**src/rtl/vag_pkg.sv**
```systemverilog
package vag_pkg;

    localparam int DEF_ADDR_W     = 32;
    localparam int DEF_MAX_VL     = 64;
    localparam int DEF_STARTUP    = 12;
    localparam int DEF_WORD_SHIFT = 3;

    typedef enum logic [1:0] {
        AM_UNIT    = 2'd0,
        AM_STRIDE  = 2'd1,
        AM_GATHER  = 2'd2,
        AM_SCATTER = 2'd3
    } amode_e;

    typedef enum logic [1:0] {
        PH_IDLE  = 2'd0,
        PH_WAIT  = 2'd1,
        PH_ISSUE = 2'd2
    } phase_e;

    function automatic logic is_indexed(amode_e m);
        return (m == AM_GATHER) || (m == AM_SCATTER);
    endfunction

endpackage

```
**src/rtl/vag_ctrl.sv**
```systemverilog
module vag_ctrl
    import vag_pkg::*;
#(
    parameter int MAX_VL  = DEF_MAX_VL,
    parameter int STARTUP = DEF_STARTUP,
    localparam int VL_W   = $clog2(MAX_VL + 1),
    localparam int ELEM_W = $clog2(MAX_VL)
) (
    input  logic              clk,
    input  logic              rst,
    input  logic              start_i,
    input  logic [1:0]        mode_i,
    input  logic [VL_W-1:0]   vlen_i,
    input  logic              can_load_i,
    input  logic              idx_valid_i,
    input  logic              hs_i,
    input  logic [ELEM_W-1:0] hs_elem_i,
    output logic              accept_o,
    output logic              load_o,
    output logic [ELEM_W-1:0] elem_o,
    output logic              idx_ready_o,
    output logic              done_o,
    output logic              busy_o,
    output amode_e            mode_q_o
);

    localparam int CNT_W = $clog2(STARTUP);
    localparam logic [CNT_W-1:0] WAIT_INIT = CNT_W'(STARTUP - 2);
    localparam logic [VL_W-1:0]  CAP       = VL_W'(MAX_VL);

    phase_e            phase_q;
    amode_e            mode_q;
    logic [CNT_W-1:0]  cnt_q;
    logic [VL_W-1:0]   len_q;
    logic [VL_W-1:0]   nxt_q;
    logic              done_q;

    logic [VL_W-1:0]   len_in;
    logic              have_next;
    logic              issue_ok;
    logic              finish;
    logic              idx_mode;

    assign len_in    = (vlen_i > CAP) ? CAP : vlen_i;
    assign accept_o  = start_i && (phase_q == PH_IDLE);
    assign have_next = nxt_q < len_q;
    assign idx_mode  = is_indexed(mode_q);
    assign issue_ok  = (phase_q == PH_ISSUE) && have_next && can_load_i;
    assign idx_ready_o = issue_ok && idx_mode;
    assign load_o    = issue_ok && (!idx_mode || idx_valid_i);
    assign finish    = (phase_q == PH_ISSUE) && hs_i &&
                       ({1'b0, hs_elem_i} == (len_q - VL_W'(1)));

    always_ff @(posedge clk) begin
        if (rst) begin
            phase_q <= PH_IDLE;
            mode_q  <= AM_UNIT;
            cnt_q   <= '0;
            len_q   <= '0;
            nxt_q   <= '0;
            done_q  <= 1'b0;
        end else begin
            done_q <= 1'b0;
            case (phase_q)
                PH_IDLE: begin
                    if (start_i) begin
                        mode_q <= amode_e'(mode_i);
                        len_q  <= len_in;
                        nxt_q  <= '0;
                        if (len_in == '0) begin
                            done_q <= 1'b1;
                        end else begin
                            phase_q <= PH_WAIT;
                            cnt_q   <= WAIT_INIT;
                        end
                    end
                end
                PH_WAIT: begin
                    if (cnt_q == '0) phase_q <= PH_ISSUE;
                    else             cnt_q   <= cnt_q - CNT_W'(1);
                end
                PH_ISSUE: begin
                    if (load_o) nxt_q <= nxt_q + VL_W'(1);
                    if (finish) begin
                        phase_q <= PH_IDLE;
                        done_q  <= 1'b1;
                    end
                end
                default: phase_q <= PH_IDLE;
            endcase
        end
    end

    assign elem_o   = nxt_q[ELEM_W-1:0];
    assign done_o   = done_q;
    assign busy_o   = (phase_q != PH_IDLE);
    assign mode_q_o = mode_q;

    // length never exceeds the cap
    assert_len_cap_R5: assert property (@(posedge clk) disable iff (rst)
        len_q <= CAP);

    // element counter stays within the captured length
    assert_count_bound_R5: assert property (@(posedge clk) disable iff (rst)
        nxt_q <= len_q);

    // index words are only taken in the indexed modes
    assert_idx_mode_only_R3: assert property (@(posedge clk) disable iff (rst)
        idx_ready_o |-> (mode_q == AM_GATHER || mode_q == AM_SCATTER));

    // a start pulse while busy leaves the captured job alone
    assert_busy_ignore_R10: assert property (@(posedge clk) disable iff (rst)
        (busy_o && start_i) |=> ($stable(len_q) && $stable(mode_q)));

endmodule

```
**src/rtl/vag_addr.sv**
```systemverilog
module vag_addr
    import vag_pkg::*;
#(
    parameter int ADDR_W     = DEF_ADDR_W,
    parameter int WORD_SHIFT = DEF_WORD_SHIFT
) (
    input  logic              clk,
    input  logic              rst,
    input  logic              accept_i,
    input  logic [1:0]        mode_i,
    input  logic [ADDR_W-1:0] base_i,
    input  logic [ADDR_W-1:0] stride_i,
    input  amode_e            mode_q_i,
    input  logic              load_i,
    input  logic [ADDR_W-1:0] idx_data_i,
    output logic [ADDR_W-1:0] addr_o
);

    localparam logic [ADDR_W-1:0] UNIT_STEP = ADDR_W'(1) << WORD_SHIFT;

    logic [ADDR_W-1:0] base_q;
    logic [ADDR_W-1:0] step_q;
    logic [ADDR_W-1:0] run_q;

    always_ff @(posedge clk) begin
        if (rst) begin
            base_q <= '0;
            step_q <= '0;
            run_q  <= '0;
        end else if (accept_i) begin
            base_q <= base_i;
            run_q  <= base_i;
            step_q <= (amode_e'(mode_i) == AM_UNIT) ? UNIT_STEP : stride_i;
        end else if (load_i && !is_indexed(mode_q_i)) begin
            run_q <= run_q + step_q;
        end
    end

    assign addr_o = is_indexed(mode_q_i) ? (base_q + idx_data_i) : run_q;

endmodule

```
**src/rtl/vag_out.sv**
```systemverilog
module vag_out #(
    parameter int ADDR_W = 32,
    parameter int ELEM_W = 6
) (
    input  logic              clk,
    input  logic              rst,
    input  logic              load_i,
    input  logic [ADDR_W-1:0] addr_i,
    input  logic [ELEM_W-1:0] elem_i,
    input  logic              ready_i,
    output logic              valid_o,
    output logic [ADDR_W-1:0] addr_o,
    output logic [ELEM_W-1:0] elem_o,
    output logic              can_load_o,
    output logic              hs_o
);

    logic              valid_q;
    logic [ADDR_W-1:0] addr_q;
    logic [ELEM_W-1:0] elem_q;

    always_ff @(posedge clk) begin
        if (rst) begin
            valid_q <= 1'b0;
            addr_q  <= '0;
            elem_q  <= '0;
        end else if (load_i) begin
            valid_q <= 1'b1;
            addr_q  <= addr_i;
            elem_q  <= elem_i;
        end else if (ready_i) begin
            valid_q <= 1'b0;
        end
    end

    assign valid_o    = valid_q;
    assign addr_o     = addr_q;
    assign elem_o     = elem_q;
    assign can_load_o = !valid_q || ready_i;
    assign hs_o       = valid_q && ready_i;

    // a stalled beat is held unchanged
    assert_hold_R8: assert property (@(posedge clk) disable iff (rst)
        (valid_q && !ready_i) |=> (valid_q && $stable(addr_q) && $stable(elem_q)));

endmodule

```
**src/rtl/vec_addr_gen.sv**
```systemverilog
module vec_addr_gen
    import vag_pkg::*;
#(
    parameter int ADDR_W     = DEF_ADDR_W,
    parameter int MAX_VL     = DEF_MAX_VL,
    parameter int STARTUP    = DEF_STARTUP,
    parameter int WORD_SHIFT = DEF_WORD_SHIFT,
    localparam int VL_W      = $clog2(MAX_VL + 1),
    localparam int ELEM_W    = $clog2(MAX_VL)
) (
    input  logic              clk,
    input  logic              rst,
    input  logic              start_i,
    input  logic [1:0]        mode_i,
    input  logic [ADDR_W-1:0] base_i,
    input  logic [ADDR_W-1:0] stride_i,
    input  logic [VL_W-1:0]   vlen_i,
    output logic              busy_o,
    input  logic              idx_valid_i,
    input  logic [ADDR_W-1:0] idx_data_i,
    output logic              idx_ready_o,
    output logic              addr_valid_o,
    input  logic              addr_ready_i,
    output logic [ADDR_W-1:0] addr_o,
    output logic [ELEM_W-1:0] elem_o,
    output logic              done_o
);

    localparam int AGE_W = $clog2(STARTUP + 1);

    logic              accept;
    logic              load;
    logic [ELEM_W-1:0] gen_elem;
    logic [ADDR_W-1:0] gen_addr;
    logic              can_load;
    logic              hs;
    amode_e            mode_q;

    vag_ctrl #(.MAX_VL(MAX_VL), .STARTUP(STARTUP)) u_ctrl (
        .clk        (clk),
        .rst        (rst),
        .start_i    (start_i),
        .mode_i     (mode_i),
        .vlen_i     (vlen_i),
        .can_load_i (can_load),
        .idx_valid_i(idx_valid_i),
        .hs_i       (hs),
        .hs_elem_i  (elem_o),
        .accept_o   (accept),
        .load_o     (load),
        .elem_o     (gen_elem),
        .idx_ready_o(idx_ready_o),
        .done_o     (done_o),
        .busy_o     (busy_o),
        .mode_q_o   (mode_q)
    );

    vag_addr #(.ADDR_W(ADDR_W), .WORD_SHIFT(WORD_SHIFT)) u_addr (
        .clk       (clk),
        .rst       (rst),
        .accept_i  (accept),
        .mode_i    (mode_i),
        .base_i    (base_i),
        .stride_i  (stride_i),
        .mode_q_i  (mode_q),
        .load_i    (load),
        .idx_data_i(idx_data_i),
        .addr_o    (gen_addr)
    );

    vag_out #(.ADDR_W(ADDR_W), .ELEM_W(ELEM_W)) u_out (
        .clk       (clk),
        .rst       (rst),
        .load_i    (load),
        .addr_i    (gen_addr),
        .elem_i    (gen_elem),
        .ready_i   (addr_ready_i),
        .valid_o   (addr_valid_o),
        .addr_o    (addr_o),
        .elem_o    (elem_o),
        .can_load_o(can_load),
        .hs_o      (hs)
    );

    // edges elapsed since the last accepted start, saturating
    logic [AGE_W-1:0] age_q;
    always_ff @(posedge clk) begin
        if (rst)                           age_q <= AGE_W'(STARTUP);
        else if (accept)                   age_q <= '0;
        else if (age_q < AGE_W'(STARTUP))  age_q <= age_q + AGE_W'(1);
    end

    // no beat inside the start-up window
    assert_startup_gap_R6: assert property (@(posedge clk) disable iff (rst)
        (age_q < AGE_W'(STARTUP - 1)) |=> !addr_valid_o);

    // done never coincides with a pending beat
    assert_done_clear_R9: assert property (@(posedge clk) disable iff (rst)
        done_o |-> !addr_valid_o);

    // beats only appear while an access is in progress
    assert_valid_busy_R10: assert property (@(posedge clk) disable iff (rst)
        addr_valid_o |-> busy_o);

endmodule

```
**config.mk**
```make
export PLATFORM = sky130hd
export DESIGN_NAME = vec_addr_gen
export DESIGN_NICKNAME = d
export VERILOG_FILES = /design/src/rtl/vag_pkg.sv /design/src/rtl/vag_ctrl.sv /design/src/rtl/vag_addr.sv /design/src/rtl/vag_out.sv /design/src/rtl/vec_addr_gen.sv
export SDC_FILE = /design/constraint.sdc
export NUM_CORES = 1
export LEC_CHECK = 0
export BUFFER_PORTS_ARGS = -buffer_cell sky130_fd_sc_hd__buf_4
export CELL_PAD_IN_SITES_DETAIL_PLACEMENT = 0
export CELL_PAD_IN_SITES_GLOBAL_PLACEMENT = 2
export CORE_MARGIN = 10
export CORE_UTILIZATION = 31
export CTS_BUF_LIST = sky130_fd_sc_hd__clkbuf_8
export CTS_CLUSTER_DIAMETER = 60
export DETAILED_ROUTE_END_ITERATION = 8
export PLACE_DENSITY = 0.84
export SLEW_MARGIN = 20
export SYNTH_ARGS = -nofsm -noshare
export SYNTH_HDL_FRONTEND = slang
export SYNTH_SLANG_ARGS = --single-unit
```
**constraint.sdc**
```tcl
create_clock -name clk -period 2.8 [get_ports clk]
set_input_delay 0.14 -clock clk [delete_from_list [all_inputs] [get_ports clk]]
set_output_delay 0.14 -clock clk [all_outputs]
set_load 0.02 [all_outputs]
```
==> metrics.md <==
| Metric | Value |
|---|---|
| Die Area | 38,100 sq um |
| Synth Cell Area | 9510 sq um |
| First-pass detailed-route iteration total | 6 |
| Seq. cell area | 3150 sq um |
| Top-count cell post-synth | nand2_1 |
| Multi-input logic area | 6280 sq um |
| Hpwl dp | 25,200 um |
| Max-Cap Viols | 0 |
| Initial DRC Count | 680 |
| Final Max Slew Viols | 0 |
| Critical-path cell list | ha_4 > fa_2 > a21o_1 > a221oi_2 > o211a_1 > o21ai_2 > a211oi_2 > buf_4 > o21ai_4 > a211oi_2 > xor2_1 > a2111oi_2 |
| Synth top area share | 33.0% |
| Min Tclk post-route | 2810 ps |
| Ys Warns | 0 |
| First-pass GRT wire length | 52,000 um |
| I/O Pins | 152 |
| Core footprint | 30,400 sq um |
| PD cells | 492 nW/um^2 |
| Top post-synthesis cells by count | nand2_1, a21oi_1, dfxtp_1 |
| Status | finished, violations left |
| Vias | 9,519 |
| Slew Limit Headroom | 41.7% |
| Worst-Margin Slew | 875 ps |
| Worst hold margin | 67.1 ps |
| Initial antenna violation count | 1 |
| Area growth syn-to-layout | 37.1% |
| CP startpoint kind | flop |
| Die H | 195 um |
| Root buf cell | clkbuf_8 |
| Number of cell rows | 64 |
| CP most frequent cell | a211oi_2 |
| Grt total ovfl | 0 |
| GRT Total Usage | 16.8% |
| Top cells by area, synth | dfxtp_1, a21oi_1, ha_1 |
| Peak VDD IR | 278 uV |
| Kind of critical path | flop to flop |
| Required time worst endpoint | 3160 ps |
| CTS tree | yes |
| Hold crit path type | input port to flop |
| Vias per inst | 5.04 |
| Final Skew | 21.9 ps |
| Placer Congestion | 0.873 |
| Die width | 195 um |
| Routed WL per cell | 17.6 um |
| Crit-path max FO | 3 |
| Worst Path Arrival | 3170 ps |
| Post-route setup slack | -10.3 ps |
| Final setup TNS | -10.3 ps |
| RSZ-0062 raised after global routing | yes |
| Worst path max stage delay | 340 ps |
| Synth unique cells | 66 |
| Synthesized area per cell | 7.86 sq um |
| Total wire length | 33,200 um |
| DRC | 0 |
| Syn Inst Count | 1,210 |
| Yosys reg bits | 157 |
| Largest net degree at the start of global routing | 69 |
| Port bufs | 151 |
| Overall Power | 6.42 mW |
| Initial Util | 31.3% |
| # fillers | 3,147 |
| Endpoint class of the critical path | flop |
| Util after Layout | 42.9% |
| Lkg Pwr | 5.39 nW |
| Mapped Nets | 1,394 |
| Fmax | 356 MHz |
| Clock Path Buffers | 2 |
| TritonCTS Sinks | 157 |
| Failing checks | setup timing |
| Setup-failing EPs final | 1 |
| Worst-Skew Late Latency | 470 ps |
| Crit path buf inv count | 1 |
| Async SR Flop Fraction | 0% |
| Post-route ant nets | 0 |
| Final Cycle Share | 100% |
| TritonCTS buffer count | 17 |
| Ys flop type | dfxtp_1 |
| H-tree depth | 4 |
| Post-synth EDFFs | 0 |
| Dominant cell type by area after synthesis | dfxtp_1 |
| Reg clk slew, reported paths | 110 ps |
| Post-synthesis sequential area ratio | 33.0% |
| Layout cells sized above 1 | 23.5% |
| Total Nets Final | 1,664 |
| Slowest stage cell, crit path | dfxtp_2 |
| Vias in the first global route | 9,243 |
| Fin. Hold Viols | 0 |
| Cell family with most CP delay | compound AO/OA/AOI/OAI gates |
area by class of cell:
class,count,share of cell area [%]
Antenna cell,1,0.0192
Clock buffer,17,1.79
Inverter,23,0.662
Timing Repair Buffer,322,20.3
Clock inverter,14,1.12
Sequential cell,157,24.2
Multi-Input combinational cell,959,48.1
Tap cell,396,3.80
power by group:
part	internal (mW)	leakage [nW]	total [mW]	switching [mW]
Combinational	0.939	3.93	2.09	1.15
Sequential	2.42	1.29	2.59	0.172
Clock	0.789	0.182	1.74	0.949
Total	4.14	5.39	6.42	2.28
layout by cell type, fill, tap and decap left out, types with 6 or more instances in the layout:
cell type,netlist,routed
a2111oi_2,7,7
o211ai_1,6,6
nand3b_1,7,7
nand2b_1,11,11
mux2i_1,16,16
buf_4,2,244
a21oi_1,181,170
a211oi_1,22,19
o21a_1,9,9
inv_1,22,23
xor2_1,29,28
a21oi_2,2,11
nand3_1,50,50
dlygate4sd3_1,0,73
o21bai_1,8,8
o21ai_0,60,51
clkbuf_8,0,17
nor2_1,85,84
nor3_1,15,14
xnor2_1,42,41
dfxtp_1,157,151
nor2b_1,13,13
dfxtp_2,0,6
a21o_1,30,30
ha_1,72,68
a31oi_1,7,6
a311oi_1,10,10
nand2_1,200,199
cell families after synthesis:
logic type | after synthesis | share of synthesized area, %
AND/OR/NAND/NOR | 413 | 19.4
buffers and inverters | 94 | 3.93
AO/OA/AOI/OAI | 384 | 25.4
XOR/XNOR | 71 | 6.54
adder cells (fa/ha/maj) | 74 | 9.89
multiplexers | 17 | 1.80
flip-flops | 157 | 33.0
registers in the layout, summed over array words and instances, names as in the netlist:
| name | cells |
|---|---|
| u_addr.run_q | 32 |
| u_out.elem_o | 6 |
| u_ctrl.mode_q_o | 1 |
| u_ctrl.cnt_q | 4 |
| u_out.valid_o | 1 |
| u_ctrl.nxt_q | 7 |
| u_ctrl.phase_q | 2 |
| u_addr.base_q | 32 |
| u_ctrl.len_q | 7 |
| u_out.addr_o | 32 |
| u_addr.step_q | 32 |
| u_ctrl.done_o | 1 |
per-layer routing:
| metal | wire length [um] | vias up | GRT usage, % |
|---|---|---|---|
| met3 | 1180 | 20 | 2.43 |
| met1 | 17900 | 4463 | 25.6 |
| met5 | 0 | - | 0 |
| met2 | 13800 | 171 | 24.1 |
| met4 | 333 | 0 | 3.87 |
| li1 | - | 4865 | - |
path summary, 6_finish.rpt:
path                           from                end  slack (ps)  cells past startpoint
setup / recovery   u_addr.base_q[0]   u_out.addr_o[30]         -10                     12
setup reg to reg   u_addr.base_q[0]   u_out.addr_o[30]         -10                     12
hold reg to reg   u_addr.step_q[19]  u_addr.step_q[19]         460                      2
hold / removal                  rst   u_out.addr_o[23]          70                      2
repair_timing:
action / in CTS / in global routing
setup buffers: 6 / 6
pin swaps: 13 / 40
hold endpoints to repair: 93 / 0
gates resized for setup: 16 / 47
endpoints found under the setup margin: 16 / 35
hold buffers: 73 / 0
through the flow:
stage / worst slack (ps) / instances / cell area (sq um)
2_1_floorplan: -43.9 / 1210 / 9530
3_3_place_gp: -283 / 1773 / 11600
3_5_place_dp: -408 / 1773 / 11600
4_1_cts: -71.1 / 1883 / 12800
5_1_grt: -163 / 1889 / 13000
6_report: -10.3 / 1889 / 13000
No activity file was read; power rests on OpenSTA's default activity.
